[src/rtl/dbg_tap_pkg.sv]
// Shared definitions for the debug TAP: state encoding, register widths,
// instruction codes and the TMS-driven next-state function.
package dbg_tap_pkg;

    localparam int IR_W  = 5;
    localparam int SEL_W = 5;

    typedef enum logic [3:0] {
        ST_RESET, ST_IDLE,
        ST_SEL_DR, ST_CAP_DR, ST_SH_DR, ST_EX1_DR, ST_PAU_DR, ST_EX2_DR, ST_UPD_DR,
        ST_SEL_IR, ST_CAP_IR, ST_SH_IR, ST_EX1_IR, ST_PAU_IR, ST_EX2_IR, ST_UPD_IR
    } tap_state_e;

    localparam logic [IR_W-1:0] INS_EXTEST = 5'h00;
    localparam logic [IR_W-1:0] INS_CHSEL  = 5'h02;
    localparam logic [IR_W-1:0] INS_RESUME = 5'h04;
    localparam logic [IR_W-1:0] INS_STOP   = 5'h08;
    localparam logic [IR_W-1:0] INS_INTEST = 5'h0C;
    localparam logic [IR_W-1:0] INS_FORCE4 = 5'h1D;
    localparam logic [IR_W-1:0] INS_IDCODE = 5'h1E;
    localparam logic [IR_W-1:0] INS_BYPASS = 5'h1F;

    localparam logic [IR_W-1:0]  IR_CAPTURE  = 5'b00001;
    localparam logic [SEL_W-1:0] SEL_CAPTURE = 5'h10;
    localparam logic [SEL_W-1:0] FORCED_CH   = 5'd4;

    function automatic tap_state_e tap_next(tap_state_e s, logic m);
        tap_state_e n;
        case (s)
            ST_RESET:  n = m ? ST_RESET  : ST_IDLE;
            ST_IDLE:   n = m ? ST_SEL_DR : ST_IDLE;
            ST_SEL_DR: n = m ? ST_SEL_IR : ST_CAP_DR;
            ST_CAP_DR: n = m ? ST_EX1_DR : ST_SH_DR;
            ST_SH_DR:  n = m ? ST_EX1_DR : ST_SH_DR;
            ST_EX1_DR: n = m ? ST_UPD_DR : ST_PAU_DR;
            ST_PAU_DR: n = m ? ST_EX2_DR : ST_PAU_DR;
            ST_EX2_DR: n = m ? ST_UPD_DR : ST_SH_DR;
            ST_UPD_DR: n = m ? ST_SEL_DR : ST_IDLE;
            ST_SEL_IR: n = m ? ST_RESET  : ST_CAP_IR;
            ST_CAP_IR: n = m ? ST_EX1_IR : ST_SH_IR;
            ST_SH_IR:  n = m ? ST_EX1_IR : ST_SH_IR;
            ST_EX1_IR: n = m ? ST_UPD_IR : ST_PAU_IR;
            ST_PAU_IR: n = m ? ST_EX2_IR : ST_PAU_IR;
            ST_EX2_IR: n = m ? ST_UPD_IR : ST_SH_IR;
            ST_UPD_IR: n = m ? ST_SEL_DR : ST_IDLE;
            default:   n = ST_RESET;
        endcase
        return n;
    endfunction

endpackage

[src/rtl/tap_fsm.sv]
// TAP controller state register.
// Assumes: tms is stable around the rising clock edge; rst_n is synchronous.
module tap_fsm
    import dbg_tap_pkg::*;
(
    input  logic       clk,
    input  logic       rst_n,
    input  logic       tms,
    output tap_state_e st
);

    // Advance the controller on every rising edge; reset forces Test-Logic-Reset.
    always_ff @(posedge clk) begin
        if (!rst_n) st <= ST_RESET;
        else        st <= tap_next(st, tms);
    end

endmodule

[src/rtl/dr_shift.sv]
// Generic capture / shift / update register, shifting least significant bit first.
// Assumes: cap and sft are never high together (they come from distinct TAP states).
// clr is a synchronous soft reset with the same effect as rst_n.
module dr_shift #(
    parameter int            W       = 5,
    parameter logic [W-1:0]  RST_VAL = '0
) (
    input  logic         clk,
    input  logic         rst_n,
    input  logic         clr,
    input  logic         cap,
    input  logic         sft,
    input  logic         upd,
    input  logic         sin,
    input  logic [W-1:0] cap_val,
    output logic         sout,
    output logic [W-1:0] held
);

    logic [W-1:0] sr;

    // Shift stage: parallel load on capture, one bit towards bit 0 on shift.
    always_ff @(posedge clk) begin
        if (!rst_n || clr)  sr <= '0;
        else if (cap)       sr <= cap_val;
        else if (sft)       sr <= (sr >> 1) | (W'(sin) << (W - 1));
    end

    // Holding stage: takes the shifted value on update.
    always_ff @(posedge clk) begin
        if (!rst_n || clr)  held <= RST_VAL;
        else if (upd)       held <= sr;
    end

    assign sout = sr[0];

endmodule

[src/rtl/dbg_chain_tap.sv]
// Debug TAP top level: instruction register, chain-select register, bypass and
// identification registers, per-chain enables, loop-back stub chains, the
// execute strobe and a falling-edge TDO stage.
// Assumes: trst_n is synchronous to tck; IDCODE_VAL has bit 0 set.
module dbg_chain_tap
    import dbg_tap_pkg::*;
#(
    parameter int          NCHAIN     = 8,
    parameter int          STUB_W     = 8,
    parameter logic [31:0] IDCODE_VAL = 32'h0A5C_3E91
) (
    input  logic              tck,
    input  logic              tms,
    input  logic              tdi,
    input  logic              trst_n,
    output logic              tdo,
    output logic [SEL_W-1:0]  chain_no,
    output logic              halt_sel,
    output logic              restart_sel,
    output logic              exec_go,
    output logic [NCHAIN-1:0] chain_capture,
    output logic [NCHAIN-1:0] chain_shift,
    output logic [NCHAIN-1:0] chain_update
);

    localparam int ID_W = 32;

    tap_state_e        st;
    logic              in_tlr, cap_dr, sh_dr, upd_dr, cap_ir, sh_ir, upd_ir;
    logic [IR_W-1:0]   ir_q;
    logic              ir_sout;
    logic [SEL_W-1:0]  chain_q;
    logic              sel_sout;
    logic              is_ext, is_int, is_sel, is_f4, is_id;
    logic              chain_path, stub_hit;
    logic [SEL_W-1:0]  eff_chain;
    logic [NCHAIN-1:0] pick;
    logic [NCHAIN-1:0] stub_sout;
    logic              stub_bit, dr_bit, tdo_nx;
    logic              byp_q;
    logic [ID_W-1:0]   id_sr;
    logic              idle_d;

    tap_fsm u_fsm (.clk(tck), .rst_n(trst_n), .tms(tms), .st(st));

    assign in_tlr = (st == ST_RESET);
    assign cap_dr = (st == ST_CAP_DR);
    assign sh_dr  = (st == ST_SH_DR);
    assign upd_dr = (st == ST_UPD_DR);
    assign cap_ir = (st == ST_CAP_IR);
    assign sh_ir  = (st == ST_SH_IR);
    assign upd_ir = (st == ST_UPD_IR);

    dr_shift #(.W(IR_W), .RST_VAL(INS_IDCODE)) u_ir (
        .clk(tck), .rst_n(trst_n), .clr(in_tlr),
        .cap(cap_ir), .sft(sh_ir), .upd(upd_ir), .sin(tdi),
        .cap_val(IR_CAPTURE), .sout(ir_sout), .held(ir_q)
    );

    assign is_ext      = (ir_q == INS_EXTEST);
    assign is_int      = (ir_q == INS_INTEST);
    assign is_sel      = (ir_q == INS_CHSEL);
    assign is_f4       = (ir_q == INS_FORCE4);
    assign is_id       = (ir_q == INS_IDCODE);
    assign halt_sel    = (ir_q == INS_STOP);
    assign restart_sel = (ir_q == INS_RESUME);

    dr_shift #(.W(SEL_W), .RST_VAL('0)) u_chsel (
        .clk(tck), .rst_n(trst_n), .clr(in_tlr),
        .cap(cap_dr && is_sel), .sft(sh_dr && is_sel), .upd(upd_dr && is_sel),
        .sin(tdi), .cap_val(SEL_CAPTURE), .sout(sel_sout), .held(chain_q)
    );

    assign chain_path = is_ext || is_int || is_f4;
    assign eff_chain  = is_f4 ? FORCED_CH : chain_q;
    assign chain_no   = eff_chain;
    assign stub_hit   = chain_path && (int'(eff_chain) < NCHAIN);

    for (genvar i = 0; i < NCHAIN; i++) begin : g_chain
        logic [STUB_W-1:0] stub_held;

        assign pick[i]          = stub_hit && (eff_chain == SEL_W'(i));
        assign chain_capture[i] = cap_dr && pick[i];
        assign chain_shift[i]   = sh_dr  && pick[i];
        assign chain_update[i]  = upd_dr && pick[i];

        dr_shift #(.W(STUB_W), .RST_VAL('0)) u_stub (
            .clk(tck), .rst_n(trst_n), .clr(1'b0),
            .cap(chain_capture[i]), .sft(chain_shift[i]), .upd(chain_update[i]),
            .sin(tdi), .cap_val(stub_held), .sout(stub_sout[i]), .held(stub_held)
        );
    end

    // Pick the serial output of the chain being accessed.
    always_comb begin
        stub_bit = 1'b0;
        for (int i = 0; i < NCHAIN; i++) begin
            if (pick[i]) stub_bit = stub_sout[i];
        end
    end

    // Bypass bit: captures 0, then passes TDI through one stage.
    always_ff @(posedge tck) begin
        if (!trst_n)    byp_q <= 1'b0;
        else if (cap_dr) byp_q <= 1'b0;
        else if (sh_dr)  byp_q <= tdi;
    end

    // Identification register: loads the fixed value, then shifts it out.
    always_ff @(posedge tck) begin
        if (!trst_n)              id_sr <= '0;
        else if (cap_dr && is_id) id_sr <= IDCODE_VAL;
        else if (sh_dr && is_id)  id_sr <= {tdi, id_sr[ID_W-1:1]};
    end

    // Data-path selection by instruction and chain number.
    always_comb begin
        if (is_sel)        dr_bit = sel_sout;
        else if (is_id)    dr_bit = id_sr[0];
        else if (stub_hit) dr_bit = stub_bit;
        else               dr_bit = byp_q;
    end

    assign tdo_nx = sh_ir ? ir_sout : (sh_dr ? dr_bit : 1'b0);

    // Output stage: tdo moves on the falling edge only.
    always_ff @(negedge tck) begin
        if (!trst_n) tdo <= 1'b0;
        else         tdo <= tdo_nx;
    end

    // Remember whether the previous cycle was already in Run-Test/Idle.
    always_ff @(posedge tck) begin
        if (!trst_n) idle_d <= 1'b0;
        else         idle_d <= (st == ST_IDLE);
    end

    assign exec_go = (st == ST_IDLE) && !idle_d && (is_int || is_ext)
                     && (chain_q == 5'd4 || chain_q == 5'd5);

endmodule

[config.mk]
export PLATFORM = sky130hd
export DESIGN_NAME = dbg_chain_tap
export DESIGN_NICKNAME = d
export VERILOG_FILES = /design/src/rtl/dbg_tap_pkg.sv /design/src/rtl/tap_fsm.sv /design/src/rtl/dr_shift.sv /design/src/rtl/dbg_chain_tap.sv
export SDC_FILE = /design/constraint.sdc
export NUM_CORES = 1
export LEC_CHECK = 0
export ABC_AREA = 1
export BUFFER_PORTS_ARGS = -buffer_cell sky130_fd_sc_hd__buf_4
export CAP_MARGIN = 20
export CORE_MARGIN = 4
export CORE_UTILIZATION = 59
export CTS_CLUSTER_DIAMETER = 80
export CTS_CLUSTER_SIZE = 20
export DETAILED_ROUTE_END_ITERATION = 8
export PLACE_DENSITY = 0.77
export SLEW_MARGIN = 20
export SYNTH_ARGS = -nofsm -noshare
export SYNTH_HDL_FRONTEND = slang
export SYNTH_HIERARCHICAL = 1
export SYNTH_SLANG_ARGS = --single-unit
[constraint.sdc]
create_clock -name tck -period 3.36 [get_ports tck]
set_input_delay 0.672 -clock tck [delete_from_list [all_inputs] [get_ports tck]]
set_output_delay 0.672 -clock tck [all_outputs]
set_load 0.02 [all_outputs]
# Yosys cells after proc, flatten, opt, wreduce, memory -nomap -nowiden
# Index checks and enable logic that the tools add are counted.
dict set report totals {
  input_bits 4
  wordCells 187
  reg_bits 187
  output_inout_bits 33
}
dict set report classes {
  n_bitwise 11
  order_cmp 1
  reduce_logical 68
  n_eq_ne 30
  n_mux 49
}
# op count
set op_table {}
lappend op_table {{two-way mux 8 bit} 16}
lappend op_table {{bitwise OR 7 x 8 -> 8 bit} 8}
lappend op_table {{two-way mux 28 bit} 2}
lappend op_table {{case mux 4 bit (12 select lines)} 1}
lappend op_table {{logical AND 1 bit} 41}
lappend op_table {{== test 5 x 3 -> 1 bit, second input constant} 7}
lappend op_table {{== test 4 bit, second input constant} 8}
lappend op_table {{nonzero test 2 bit} 11}
lappend op_table {{two-way mux 1 bit} 18}
lappend op_table {{== test 4 x 3 -> 1 bit, second input constant} 4}
lappend op_table {{two-way mux 4 bit} 4}
lappend op_table {{== test 5 x 2 -> 1 bit, second input constant} 3}
lappend op_table {{two-way mux 5 bit} 3}
lappend op_table {{OR reduction 2 bit} 6}
lappend op_table {{== test 5 x 4 -> 1 bit, second input constant} 2}
lappend op_table {{== test 5 bit, second input constant} 2}
lappend op_table {{logical NOT 5 bit} 2}
lappend op_table {{bitwise OR 4 x 5 -> 5 bit} 2}
lappend op_table {{== test 4 x 2 -> 1 bit, second input constant} 2}
lappend op_table {{two-way mux 2 bit} 3}
lappend op_table {{two-way mux 3 bit} 2}
lappend op_table {{== test 5 x 1 -> 1 bit, second input constant} 1}
lappend op_table {{less-than comparator 5 x 4 -> 1 bit, second input constant} 1}
lappend op_table {{== test 4 x 1 -> 1 bit, second input constant} 1}
lappend op_table {{5 further kinds} 9}

# Longest topological paths before layout
dict set report depth {
  ltp_word 18
  ltp_mapped 17
  mapped_depth_nobuf 17
}

# Cells and area by module
# The synthesis kept the hierarchy.
# mod instances area_per_inst_um2 seq_area_each_um2 cells_each
set by_module_without_submodules {}
lappend by_module_without_submodules {{dr_shift (g_chain[0].u_stub ...)} 8 728.2 320.3 103}
lappend by_module_without_submodules {dbg_chain_tap 1 1795.5 700.7 273}
lappend by_module_without_submodules {{dr_shift (u_ir)} 1 427.9 200.2 64}
lappend by_module_without_submodules {{dr_shift (u_chsel)} 1 422.9 200.2 64}
lappend by_module_without_submodules {tap_fsm 1 392.9 80.1 64}

==> metrics.md <==
| Metric | Value |
|---|---|
| Leak | `0.00413 µW` |
| Share of the synthesized area in the top cell type | `42.2%` |
| Tot GR Track Use | `23.5%` |
| Combinational power share | `3.1%` |
| Worst Tran Pin Value | `0.815 ns` |
| Flop pwr share | `51.8%` |
| 1st-iter DRT viols | `513` |
| H-tree Lvls | `4` |
| Ys Warns | `6` |
| IO Port Bufs | `36` |
| Vias per cell | `5.10` |
| Critical path peak fanout | `5` |
| Critical Path Start Type | `register` |
| Clock Skews | `0.0255 ns` |
| Die Span X | `131 µm` |
| Max VDD drop | `0.449 mV` |
| Die Area | `17000 µm²` |
| Final Max Slew Viols | `0` |
| Flip-flop and latch count after synthesis | `187` |
| CP max-delay cell | `dfxtp_2` |
| Post-synth EDFFs | `0` |
| Total routed wirelength | `19.4 mm` |
| # IOs | `37` |
| Slew HR | `45.2%` |
| Post-synth top area cell | `dfxtp_1` |
| Grt ovf | `0` |
| RSZ-0062 raised after global routing | `yes` |
| Most numerous cell in the Yosys netlist | `nand2_1` |
| FP Rows | `44` |
| Clock latency on the worst-skew pair | `0.45 ns` |
| WHS | `0.462 ns` |
| Arr. time, crit path | `2.09 ns` |
| Final hold violations | `0` |
| Antenna violations before repair | `0` |
| Residual DRC count | `0` |
| Synth top cells by count | `nand2_1 (531), dfxtp_1 (187), inv_1 (139)` |
| Gpl congestion | `0.874` |
| Drt first pass iters | `5` |
| Synth Cell Area | `8860 µm²` |
| Post-route ant nets | `0` |
| Sw Share | `24.6%` |
| Fraction of registers with async set/reset | `0%` |
| Total negative slack | `-0.0736 ns` |
| CP peak stage delay | `0.33 ns` |
| Pwr per Cell Area | `426 nW/µm²` |
| Sequential-to-total area share from yosys stat | `42.2%` |
| Worst hold path class | `register to register` |
| Critical Path RT | `2.02 ns` |
| NetSw | `1060 µW` |
| CTS Buf Count | `17` |
| PnR worst setup slack | `-0.0736 ns` |
| Area growth syn-to-layout | `13.9%` |
| Internal Pwr Total | `3250 µW` |
| Num Clock Sinks | `187` |
| Violated checks | `negative setup slack` |
| Die H | `131 µm` |
| Synth Instances | `1289` |
| Cell Chain, Critical Path | `inv_1 -> nor2_2 -> nand3_2 -> nand2_2 -> nor2_4 -> nand2_4 -> or2_0 -> nand2_1 -> nand2_1 -> nand2_1 -> nand4_1 -> nand2_1 -> nand2_1 -> nand2_1 -> a21oi_2` |
| Vias in the first global route | `7390` |
| Avg Inst Size Synth | `6.88 µm²` |
| Final setup viols | `1` |
| Clock power share | `45.1%` |
| Routed length per instance | `12.3 µm` |
| Setup crit end kind | `register` |
| Largest cells by area after synthesis | `dfxtp_1 (42%), nand2_1 (22%), a21oi_1 (6.8%)` |
| Clk buf depth | `2` |
| Fillcell total | `1212` |
| Ant. Diodes | `0` |
| Status | `finished with violations` |
| Core ar. | `14600 µm²` |
| First-pass GRT wire length | `33.0 mm` |
| Count of cell types in the netlist | `36` |
| Nets | `1379` |
| Share of layout cells above drive strength 1 | `16.8%` |
| Setup CP Type | `register to register` |
| Initial core utilization | `60.5%` |
| Max-Cap Viols | `0` |
| TritonCTS clock tree | `done` |
| Cell mode on critical path | `nand2_1` |
| Largest net degree at the start of global routing | `28` |
| Worst-path clk slew | `0.07 ns` |
| Root Driver | `clkbuf_16` |
| Main synth FF type | `dfxtp_1` |
| Via count | `8012` |
| DP HPWL | `12.6 mm` |
-- timing repair --
item,4_1_cts,5_1_grt
pin swaps,3,11
endpoints found under the setup margin,1,1
gates resized for setup,9,14
hold endpoints to repair,0,0
buffers inserted,4,0
hold buffers,0,0
-- registers in the layout (all words and copies together), names as in the netlist --
| register | flops |
|---|---|
| g_chain.u_stub/held | 64 |
| g_chain.u_stub/sr | 64 |
| id_sr | 32 |
| u_chsel/held | 5 |
| u_chsel/sr | 5 |
| u_ir/held | 5 |
| u_ir/sr | 5 |
| u_fsm/st | 4 |
| byp_q | 1 |
| idle_d | 1 |
| tdo | 1 |
-- path summary, 6_finish.rpt --
kind | depth (start not counted) | from | slack [ns] | end
setup / recovery | 15 | u_ir/held[0] | -0.07 | tdo
hold / removal | 2 | g_chain[7].u_stub/held[7] | 0.46 | g_chain[7].u_stub/held[7]
setup reg to reg | 15 | u_ir/held[0] | -0.07 | tdo
hold reg to reg | 2 | g_chain[7].u_stub/held[7] | 0.46 | g_chain[7].u_stub/held[7]
-- cell families after synthesis --
family / Yosys count / synth area share [%]
simple gates: 722 / 35.1
compound gates: 166 / 10.9
buf+inv: 212 / 11.6
flops: 187 / 42.2
other cells: 2 / 0.0847
-- area by class of cell --
type	instances	area, µm²	area share, %
Clock buffer	17	425	4.21
Clock inverter	16	150	1.49
Inverter	168	631	6.25
Multi-Input combinational cell	906	4200	41.6
Sequential cell	187	3760	37.2
Tap cell	184	230	2.28
Timing Repair Buffer	94	706	6.99
-- cells in the final DEF, fill, tap and decap left out, drive strengths merged --
| cell type | count |
|---|---|
| a21oi | 136 |
| or2 | 3 |
| o21ai | 10 |
| a21boi | 1 |
| a31oi | 1 |
| nand3 | 76 |
| a221oi | 6 |
| dfxtp | 187 |
| nor2 | 94 |
| clkinv | 6 |
| clkbuf | 17 |
| inv | 178 |
| nand4 | 3 |
| a211oi | 8 |
| buf | 94 |
| conb | 18 |
| nand2 | 536 |
| nor3 | 7 |
| o211ai | 1 |
| nor4 | 2 |
| o221a | 3 |
| and3 | 1 |
-- per-stage QoR --
stage	cells	utilization, %	instance area, µm²	power (µW)	worst slack (ns)
finish	1572	68.9	10100	4310	-0.0736
global placement	1536	64.4	9440	2420	-0.0921
CTS	1572	68.7	10100	4340	-0.0906
detailed placement	1536	64.4	9440	2420	-0.177
floorplan	1305	-	8930	2390	0.0241
global route	1572	68.9	10100	4450	-0.255
-- power groups by stage --
stage	Clock (µW)	Combinational [µW]	Sequential (µW)
4_1_cts	1980	133	2230
6_report	1940	133	2230
3_5_place_dp	3.73	131	2280
5_1_grt	2070	149	2230
2_1_floorplan	3.73	107	2280
3_3_place_gp	3.73	130	2280
-- routing by layer --
layer | GRT usage [%] | share of wire, %
met1 | 30.3 | 45
met2 | 40.0 | 49
met3 | 5.00 | 4.6
met4 | 6.53 | 1.2
met5 | 0 | 0
-- critical path: cells and delay by family, from the launching register on --
kind            cells  cell delay (ns)
buf+inv             1             0.10
flops               1             0.33
simple gates       13             1.19
compound gates      1             0.05
No activity file was read; power rests on OpenSTA's default activity.
